[src/rtl/trim_prescaler_pkg.sv]
package trim_prescaler_pkg;
   typedef enum logic [1:0] {
      CAL_NONE  = 2'd0,
      CAL_SHORT = 2'd1,
      CAL_LONG  = 2'd2
   } cal_mode_e;
endpackage

[src/rtl/prescale_divider.sv]
module prescale_divider
   import trim_prescaler_pkg::*;
#(
   parameter int STAGE_W = 8,
   parameter int UPPER_W = 7,
   parameter int FT_BIT  = 5
) (
   input  logic      clk,
   input  logic      rst_n,
   input  logic      osc_en,
   input  logic      stop,
   input  cal_mode_e mode,
   output logic      tick,
   output logic      tap
);
   localparam logic [STAGE_W-1:0] LO_MAX  = {STAGE_W{1'b1}};
   localparam logic [STAGE_W-1:0] LO_HALF = {1'b1, {(STAGE_W-1){1'b0}}};
   localparam logic [UPPER_W-1:0] HI_MAX  = {UPPER_W{1'b1}};
   localparam logic [UPPER_W-1:0] HI_SKIP = UPPER_W'(2);

   if (STAGE_W < 2) begin : g_bad_stage
      $error("STAGE_W must be at least 2");
   end
   if (UPPER_W < 2) begin : g_bad_upper
      $error("UPPER_W must be at least 2");
   end
   if (FT_BIT >= STAGE_W + UPPER_W) begin : g_bad_ft
      $error("FT_BIT must lie inside the divider");
   end

   logic [STAGE_W-1:0] lo_q;
   logic [UPPER_W-1:0] hi_q;
   logic               ext_q;
   logic               tick_q;
   logic               lo_wrap;
   logic               blank;

   assign lo_wrap = (lo_q == LO_MAX);
   assign blank   = lo_wrap && (mode == CAL_LONG) && (hi_q == '0) && !ext_q;

   always_ff @(posedge clk or negedge rst_n) begin
      if (!rst_n) begin
         lo_q   <= '0;
         hi_q   <= '0;
         ext_q  <= 1'b0;
         tick_q <= 1'b0;
      end else if (stop) begin
         lo_q   <= '0;
         hi_q   <= '0;
         ext_q  <= 1'b0;
         tick_q <= 1'b0;
      end else begin
         tick_q <= 1'b0;
         if (osc_en) begin
            if (!lo_wrap) begin
               lo_q <= lo_q + 1'b1;
            end else if (blank) begin
               lo_q  <= LO_HALF;
               ext_q <= 1'b1;
            end else begin
               lo_q  <= '0;
               ext_q <= 1'b0;
               if (hi_q == HI_MAX) begin
                  hi_q   <= '0;
                  tick_q <= 1'b1;
               end else if ((mode == CAL_SHORT) && (hi_q == '0)) begin
                  hi_q <= HI_SKIP;
               end else begin
                  hi_q <= hi_q + 1'b1;
               end
            end
         end
      end
   end

   assign tick = tick_q;

   if (FT_BIT < STAGE_W) begin : g_tap_lo
      assign tap = lo_q[FT_BIT];
   end else begin : g_tap_hi
      assign tap = hi_q[FT_BIT-STAGE_W];
   end

   assert_single_tick_R1: assert property (@(posedge clk) disable iff (!rst_n)
      tick_q |=> !tick_q);
   assert_hold_no_enable_R2: assert property (@(posedge clk) disable iff (!rst_n)
      (!osc_en && !stop) |=> ($stable(lo_q) && $stable(hi_q)));
   assert_ext_first_stage_R4: assert property (@(posedge clk) disable iff (!rst_n)
      ext_q |-> (hi_q == '0));
   assert_stop_no_tick_R7: assert property (@(posedge clk) disable iff (!rst_n)
      stop |=> (!tick_q && lo_q == '0 && hi_q == '0));
endmodule

[src/rtl/prescale_cal_seq.sv]
module prescale_cal_seq
   import trim_prescaler_pkg::*;
#(
   parameter int SEC_PER_MIN = 60,
   parameter int MAG_W       = 5
) (
   input  logic             clk,
   input  logic             rst_n,
   input  logic             stop,
   input  logic             tick,
   input  logic             cal_sign,
   input  logic [MAG_W-1:0] cal_mag,
   output cal_mode_e        mode
);
   localparam int MIN_W = MAG_W + 1;
   localparam int SEC_W = (SEC_PER_MIN > 1) ? $clog2(SEC_PER_MIN) : 1;
   localparam logic [SEC_W-1:0] SEC_LAST = SEC_W'(SEC_PER_MIN - 1);

   if (SEC_PER_MIN < 2) begin : g_bad_min
      $error("SEC_PER_MIN must be at least 2");
   end
   if (MAG_W < 1) begin : g_bad_mag
      $error("MAG_W must be at least 1");
   end

   logic [SEC_W-1:0] sec_q;
   logic [MIN_W-1:0] min_q;
   logic             in_window;

   always_ff @(posedge clk or negedge rst_n) begin
      if (!rst_n) begin
         sec_q <= '0;
         min_q <= '0;
      end else if (stop) begin
         sec_q <= '0;
         min_q <= '0;
      end else if (tick) begin
         if (sec_q == SEC_LAST) begin
            sec_q <= '0;
            min_q <= min_q + 1'b1;
         end else begin
            sec_q <= sec_q + 1'b1;
         end
      end
   end

   assign in_window = (cal_mag != '0) && (sec_q == '0) && (min_q < {cal_mag, 1'b0});

   always_comb begin
      if (!in_window)    mode = CAL_NONE;
      else if (cal_sign) mode = CAL_SHORT;
      else               mode = CAL_LONG;
   end

   assert_sec_range_R6: assert property (@(posedge clk) disable iff (!rst_n)
      sec_q <= SEC_LAST);
   assert_sec_steps_on_tick_R6: assert property (@(posedge clk) disable iff (!rst_n)
      (!tick && !stop) |=> $stable(sec_q));
   assert_stop_clears_pos_R7: assert property (@(posedge clk) disable iff (!rst_n)
      stop |=> (sec_q == '0 && min_q == '0));
endmodule

[src/rtl/prescale_ft_drive.sv]
module prescale_ft_drive (
   input  logic clk,
   input  logic rst_n,
   input  logic stop,
   input  logic ftest_en,
   input  logic tap,
   output logic pull_low
);
   logic pull_q;

   always_ff @(posedge clk or negedge rst_n) begin
      if (!rst_n) pull_q <= 1'b0;
      else        pull_q <= ftest_en && !stop && tap;
   end

   assign pull_low = pull_q;

   assert_released_when_off_R9: assert property (@(posedge clk) disable iff (!rst_n)
      (!ftest_en || stop) |=> !pull_q);
endmodule

[src/rtl/trim_prescaler.sv]
module trim_prescaler
   import trim_prescaler_pkg::*;
#(
   parameter int STAGE_W     = 8,
   parameter int UPPER_W     = 7,
   parameter int SEC_PER_MIN = 60,
   parameter int MAG_W       = 5,
   parameter int FT_BIT      = 5
) (
   input  logic             clk,
   input  logic             rst_n,
   input  logic             osc_en,
   input  logic             stop,
   input  logic             ftest_en,
   input  logic             cal_sign,
   input  logic [MAG_W-1:0] cal_mag,
   output logic             tick_1hz,
   output logic             ft_pull_low
);
   cal_mode_e mode;
   logic      tick;
   logic      tap;

   prescale_cal_seq #(
      .SEC_PER_MIN(SEC_PER_MIN),
      .MAG_W      (MAG_W)
   ) u_seq (
      .clk     (clk),
      .rst_n   (rst_n),
      .stop    (stop),
      .tick    (tick),
      .cal_sign(cal_sign),
      .cal_mag (cal_mag),
      .mode    (mode)
   );

   prescale_divider #(
      .STAGE_W(STAGE_W),
      .UPPER_W(UPPER_W),
      .FT_BIT (FT_BIT)
   ) u_div (
      .clk   (clk),
      .rst_n (rst_n),
      .osc_en(osc_en),
      .stop  (stop),
      .mode  (mode),
      .tick  (tick),
      .tap   (tap)
   );

   prescale_ft_drive u_ft (
      .clk     (clk),
      .rst_n   (rst_n),
      .stop    (stop),
      .ftest_en(ftest_en),
      .tap     (tap),
      .pull_low(ft_pull_low)
   );

   assign tick_1hz = tick;

   assert_reset_quiet_R10: assert property (@(posedge clk)
      !rst_n |-> (!tick_1hz && !ft_pull_low));
endmodule

[config.mk]
export PLATFORM = sky130hd
export DESIGN_NAME = trim_prescaler
export DESIGN_NICKNAME = d
export VERILOG_FILES = /design/src/rtl/trim_prescaler_pkg.sv /design/src/rtl/prescale_divider.sv /design/src/rtl/prescale_cal_seq.sv /design/src/rtl/prescale_ft_drive.sv /design/src/rtl/trim_prescaler.sv
export SDC_FILE = /design/constraint.sdc
export NUM_CORES = 1
export LEC_CHECK = 0
export CORE_UTILIZATION = 50
export CTS_CLUSTER_DIAMETER = 40
export CTS_CLUSTER_SIZE = 8
export DETAILED_ROUTE_END_ITERATION = 12
export GPL_TIMING_DRIVEN = 0
export PLACE_DENSITY = 0.78
export SYNTH_ARGS = -nofsm -noshare
export SYNTH_HDL_FRONTEND = slang
export SYNTH_SLANG_ARGS = --single-unit
[constraint.sdc]
create_clock -name clk -period 1.8 [get_ports clk]
set_input_delay 0.27 -clock clk [delete_from_list [all_inputs] [get_ports clk]]
set_output_delay 0.27 -clock clk [all_outputs]
set_load 0.03 [all_outputs]
==> impl_metrics.ini, run 1 <==
[outcome]
outcome = finished with violations
failed_checks = hold timing, setup timing

[global_routing]
grt_antenna_before_repair = 0
track_usage = 0.242
first_global_vias = 1489
maximum_number_of_pins_on_one_net_before_global_route_repair = 31
grt_pass1_wl_um = 6420
grtUsageMet2 = 0.421
met1_usage = 0.277
globalRoute.busiestLayer = met2
met3_usage = 0.0576
congestion_overflow_gr = 0

[final_layout]
num-fill-cells = 259
design_area_mm2 = 0.00217
nets = 238
insertedDiodeCount = 0
area_growth_pct = 26.5
post_route_cells_drive_above_1_share = 0.240
post_layout_utilization_of_the_core = 0.688

[yosys]
ys_seq_elements = 30
synthDistinctLibCells = 42
ys_seq_area_frac = 0.438
postSynthAreaPerCell_um2 = 9.53
synth_fp_nets = 201
synth_area_mm2 = 0.00172
synthCells = 180
yosysWarnings = 0

[sta]
tightest_slew_ns = 0.666
fin_skew_ns = 0.00796
hold_violations = 30
hold_ws_ns = -0.0400
setup_slack_ns = -0.306
fin_crit_sh = 1.17
slew_headroom = 0.556
achievable-frequency_mhz = 475
final_max_slew_viol_count = 0
finalWorstPathRequiredPeriod_ns = 2.11
finalSetupViolations = 9
setup_repair_after_global_routing_missed_its_margin = yes

[routing]
post_drt_via_cell_ratio = 5.68
dr.first_iter.drc_count = 67
detail_route.wirelength_um = 4020
drc_errors = 0
route.vias.total = 1483
detail_route.wl_per_cell_um = 15.4
drt-pass1-iter-count = 4
antenna_violating_nets_post_route = 0

[placed_design]
dp_hpwl_um = 2410
finalWeightedCongestion = 0.755
postPlaceCellArea_mm2 = 0.00189
io_buffer_count = 12

[setup_path]
crit_path_end_kind = flop
critical_path_arrival_ns = 2.33
cp-start-kind = flop
critical_path_start_end_classification = flop to flop
worst-endpoint-required_ns = 2.02
rr_worst_depth = 9
worst-path-max-fanout = 6
rrSetupSlack_ns = -0.31
reg2reg_from = u_div.hi_q[1]
crit-reg2reg-capture = u_div.hi_q[2]

[clocking]
clk-insertion-delay-late_ns = 0.33
clock_sinks = 30
clock_tree.htree_level_count = 2
ctsHoldBuffers = 0
ctsRootBufferMaster = clkbuf_4
cts_tree = built
clock_path_buffers = 2
clkSlewWorstSetupHoldPaths_ns = 0.09
number_of_buffers_added_by_the_clock_tree_synthesis_step = 5

[floorplan]
core_area_mm2 = 0.00315
die_width_um = 60.6
fp_rows = 20
num_io_pins = 13
floorplan.initialDensity = 0.544
die-area_mm2 = 0.00367
die_y_um = 60.6

[power]
pnr_total_power_mw = 1.16
worst_ir_drop_vdd_uv = 445
total_leakage_power_nw = 1.01
power_per_cell_area_mw_per_mm2 = 534

[job]
max-cap-violations = 0

[hold_path]
min-delay-path-class = primary input to async pin
-- metrics by stage --
step | setup WS, ns | TNS, ns | hold slack [ns] | std cells
after floorplan | -0.0852 | -0.140 | -0.0256 | 180
after global placement | -0.619 | -6.31 | 0.527 | 236
after detailed placement | -0.661 | -8.51 | 0.537 | 236
after CTS | -0.258 | -1.04 | 0.542 | 257
after global routing | -0.359 | -2.27 | 0.0174 | 261
final | -0.306 | -1.74 | -0.0400 | 261
-- how the worst max path moves through the flow --
stage,cells after the start,start,to
6_report,9,u_div.hi_q[1],u_div.hi_q[2]
4_1_cts,8,u_seq.min_q[5],u_div.hi_q[2]
2_1_floorplan,9,u_seq.sec_q[0],u_div.hi_q[2]
3_5_place_dp,10,cal_mag[4],u_div.hi_q[2]
3_3_place_gp,9,cal_mag[2],u_div.hi_q[2]
5_1_grt,8,u_seq.min_q[5],u_div.hi_q[2]
-- synth_stat cells (all sizes together) --
| master | n | area [um2] |
|---|---|---|
| o21ai | 7 | 35.0 |
| a21oi | 7 | 35.0 |
| and2 | 1 | 6.26 |
| a2111oi | 1 | 8.76 |
| nor3 | 2 | 10.0 |
| nor4b | 2 | 30.0 |
| a31oi | 1 | 6.26 |
| or4 | 2 | 18.8 |
| and3 | 2 | 12.5 |
| and2b | 1 | 7.51 |
| nand3 | 4 | 20.0 |
| ha | 10 | 125 |
| nor2b | 1 | 6.26 |
| a32o | 3 | 31.3 |
| buf | 1 | 11.3 |
| dfrtp | 30 | 751 |
| a311oi | 1 | 15.0 |
| mux2i | 4 | 40.0 |
| o2111ai | 1 | 8.76 |
| a21o | 3 | 25.0 |
| or3 | 3 | 18.8 |
| and4bb | 1 | 12.5 |
| nor2 | 30 | 123 |
| inv | 12 | 45.0 |
| nor3b | 1 | 7.51 |
| nor4 | 3 | 25.0 |
| clkbuf | 3 | 11.3 |
| nand4 | 8 | 50.1 |
| xor2 | 9 | 78.8 |
| or2 | 1 | 6.26 |
| a221o | 1 | 10.0 |
| o22a | 1 | 10.0 |
| mux2 | 1 | 11.3 |
| xnor2 | 3 | 26.3 |
| nand2 | 18 | 67.6 |
| a31o | 1 | 8.76 |
-- cell type report --
| type | instances | area (um2) | area share |
|---|---|---|---|
| tap | 44 | 55.1 | 0.0254 |
| clock buffer | 7 | 45.0 | 0.0208 |
| multi-input combinational | 134 | 985 | 0.454 |
| sequential | 30 | 751 | 0.346 |
| inverter | 12 | 47.5 | 0.0219 |
| timing repair buffer | 31 | 275 | 0.127 |
| buffer | 3 | 11.3 | 0.00519 |
-- per-layer routing --
| layer | vias to the layer above | share of wire |
|---|---|---|
| li1 | 706 | - |
| met1 | 730 | 0.43 |
| met2 | 33 | 0.51 |
| met3 | 14 | 0.040 |
| met4 | 0 | 0.022 |
| met5 | - | 0 |
-- state kept, by name, summed over array words and instances, names as in the netlist --
register	cells
u_div.hi_q	7
u_div.tick	1
u_div.ext_q	1
u_seq.sec_q	6
u_div.lo_q	8
u_ft.pull_low	1
u_seq.min_q	6
-- cell usage in the layout, fill, tap and decap left out, types with 2 or more instances in the layout --
master           netlist  routed
dfrtp_1               30      30
nor2_1                28      27
buf_4                  0      16
nand2_1               18      15
inv_1                 12      11
xor2_1                 9       9
nand4_1                8       8
ha_1                  10       7
a21oi_1                7       6
clkdlybuf4s50_1        0       6
clkbuf_1               3       5
o21ai_0                7       5
clkbuf_4               0       5
nand3_1                4       4
mux2i_1                4       4
dlygate4sd2_1          0       4
nand2_2                0       3
xnor2_1                3       3
or3_1                  3       3
nor4_1                 2       2
and3_1                 2       2
or4_4                  1       2
nor2_4                 1       2
o21ai_2                0       2
a21o_2                 2       2
a32o_1                 2       2
ha_2                   0       2
buf_6                  1       2
-- critical path: stages, from the launching register on --
cell,delay [ns]
dfrtp_1,0.40
inv_1,0.08
ha_2,0.18
nor4b_4,0.21
nand4_1,0.22
nor2_4,0.19
buf_12,0.12
a311oi_4,0.12
and4bb_1,0.22
a221o_1,0.25
-- where the power goes --
part | leakage (nW) | total [mW] | switching, mW | internal, mW
Sequential | 0.418 | 0.680 | 0.00297 | 0.677
Combinational | 0.562 | 0.114 | 0.0629 | 0.0515
Clock | 0.0254 | 0.365 | 0.218 | 0.147
-- logic make-up (layout without fill, tap and decap cells) --
family                   Yosys count  after routing  share of synthesized area
AO/OA/AOI/OAI                     27             27                      0.113
XOR/XNOR                          12             12                     0.0613
adder cells (fa/ha/maj)           10             10                     0.0729
buffers and inverters             16             53                     0.0394
flip-flops                        30             30                      0.438
multiplexers                       5              5                     0.0299
AND/OR/NAND/NOR                   80             80                      0.246
-- timing repair --
item,CTS,global route
resized for setup,14,14
buffers inserted,14,5
gates cloned,0,0
endpoints found under the setup margin,10,11
pin swaps,13,11
(Power assumes the default switching activity.)
==> run 2, diff against run 1 <==
- SLEW_MARGIN: unset -> 30
==> run 2 against run 1 <==
  * The flow finishes with violations (setup timing)
  * Die area stayed put
  * Critical path type unchanged
  * Combinational power is 15% lower
  * Critical path depth decreased by 2
  * Sequential share of layout area up 1.2 points
  * Non-clock buffer count decreased by 3
  * Setup slack improved by 0.11 ns
  * Final area shrank 3.3%
==> impl_metrics.ini, run 2 (synthesis gave the netlist of run 1 again) <==
[sta]
hold_violations = 0
fin_crit_sh = 1.11
tightest_slew_ns = 0.672
fin_skew_ns = 0.0129
achievable-frequency_mhz = 501
setup_slack_ns = -0.195
setup_repair_after_global_routing_missed_its_margin = yes
slew_headroom = 0.552
finalWorstPathRequiredPeriod_ns = 1.99
finalSetupViolations = 6
final_max_slew_viol_count = 0

[global_routing]
grtUsageMet2 = 0.394
track_usage = 0.217
globalRoute.busiestLayer = met2
met1_usage = 0.252
grt_antenna_before_repair = 0
first_global_vias = 1371
grt_pass1_wl_um = 5790
congestion_overflow_gr = 0
maximum_number_of_pins_on_one_net_before_global_route_repair = 31
met3_usage = 0.0640

[placed_design]
finalWeightedCongestion = 0.755
dp_hpwl_um = 2390
dp_slack_ns = -0.652
io_buffer_count = 12

[final_layout]
top_flop_regs = u_div.lo_q x8, u_div.hi_q x7
most_common_cell_after_layout_fill_and_taps_aside = dfrtp_1
area_growth_pct = 22.2
post_route_cells_drive_above_1_share = 0.206
insertedDiodeCount = 0
nets = 235
mostFrequentLayoutCells = 30 x dfrtp_1, 27 x nor2_1, 15 x nand2_1, 15 x buf_4, 10 x inv_1
num-fill-cells = 269
regMostFlops = u_div.lo_q
flip_flop_count_of_the_largest_register_all_copies_and_words_added = 8

[outcome]
outcome = finished with violations
failed_checks = setup timing

[power]
netSwitchingPower_mw = 0.281
worst_ir_drop_vdd_uv = 483
power_frac_seq = 0.593
power_frac_comb = 0.085
power_per_cell_area_mw_per_mm2 = 547
pnr_total_power_mw = 1.15
swShare = 0.245
power.share.clock = 0.322
total_leakage_power_nw = 0.992
p_int_mw = 0.865

[routing]
antenna_violating_nets_post_route = 0
detail_route.wl_per_cell_um = 14.1
drt-pass1-iter-count = 4
post_drt_via_cell_ratio = 5.50
drc_errors = 0
dr.first_iter.drc_count = 55
detail_route.wirelength_um = 3640
route.vias.total = 1419

[clocking]
clock_path_buffers = 2
cts_tree = built
ctsRootBufferMaster = clkbuf_4
number_of_buffers_added_by_the_clock_tree_synthesis_step = 5
clock_tree.htree_level_count = 2
clock_sinks = 30
clk-insertion-delay-late_ns = 0.33
clkSlewWorstSetupHoldPaths_ns = 0.10

[setup_path]
worst-endpoint-required_ns = 2.03
critical_path_start_end_classification = flop to flop
crit-reg2reg-capture = u_div.hi_q[2]
cp-start-kind = flop
critical_path_arrival_ns = 2.22
rrSetupSlack_ns = -0.19
crit_path_end_kind = flop
rr_worst_depth = 7
reg2reg_from = u_seq.min_q[5]
worst-path-max-fanout = 7

[floorplan]
floorplan.initialDensity = 0.544
num_io_pins = 13
die_width_um = 60.6
fp_rows = 20
die-area_mm2 = 0.00367
die_y_um = 60.6
core_area_mm2 = 0.00315

[hold_path]
min-delay-path-class = primary input to async pin

[job]
max-cap-violations = 0
## run 2: worst max-delay path: stages, from the launching register on
cell and delay (ns):
dfrtp_1 0.40, ha_2 0.19, nor4b_4 0.25, nand4_1 0.17, nor2_2 0.18, a311oi_2 0.21
and4bb_1 0.24, a221o_1 0.25
## run 2: stage by stage
stage / instance area (um2) / utilization / std cells / setup TNS, ns / hold WS [ns]
6_report: 2100 / 0.665 / 258 / -0.865 / 0.498
5_1_grt: 2100 / 0.665 / 258 / -2.05 / 0.555
4_1_cts: 2040 / 0.646 / 254 / -0.892 / 0.517
3_5_place_dp: 1890 / 0.599 / 236 / -5.15 / 0.349
3_3_place_gp: 1890 / 0.600 / 236 / -6.31 / 0.527
2_1_floorplan: 1720 / - / 180 / -0.140 / -0.0256
## run 2: timing repair
action	CTS	global route
gates resized for setup	8	10
endpoints found under the setup margin	10	11
hold buffers	1	0
pin swaps	8	9
buffers inserted	10	5
hold endpoints to repair	30	0
## run 2: cell type report
cell class / count / area (um2) / share of cell area
clock buffers: 7 / 45.0 / 0.0215
plain buffers: 3 / 11.3 / 0.00537
multi-input cells: 134 / 955 / 0.455
flip-flops and latches: 30 / 751 / 0.358
repair buffers: 28 / 235 / 0.112
inverters: 12 / 45.0 / 0.0215
well taps: 44 / 55.1 / 0.0263
## run 2: power by group through the flow
stage          registers, mW  clock network, mW  logic, mW
6_report               0.680              0.369     0.0970
5_1_grt                0.680              0.413      0.109
4_1_cts                0.680              0.378     0.0998
3_5_place_dp           0.693                  0     0.0954
3_3_place_gp           0.693                  0     0.0937
2_1_floorplan          0.693                  0     0.0466
## run 2: how the worst max path moves through the flow
| stage | endpoint | startpoint | depth (start not counted) |
|---|---|---|---|
| finish | u_div.hi_q[2] | u_seq.min_q[5] | 7 |
| global route | u_div.hi_q[2] | u_seq.min_q[5] | 7 |
| CTS | u_div.hi_q[2] | u_seq.min_q[5] | 8 |
| detailed placement | u_div.hi_q[2] | cal_mag[4] | 10 |
| global placement | u_div.hi_q[2] | cal_mag[2] | 9 |
| floorplan | u_div.hi_q[2] | u_seq.sec_q[0] | 9 |
## run 2: layer usage
metal,share of wire,routed length [um],vias up
li1,-,-,703
met1,0.42,1540,690
met2,0.53,1940,21
met3,0.036,132,5
met4,0.0080,29,0
met5,0,0,-
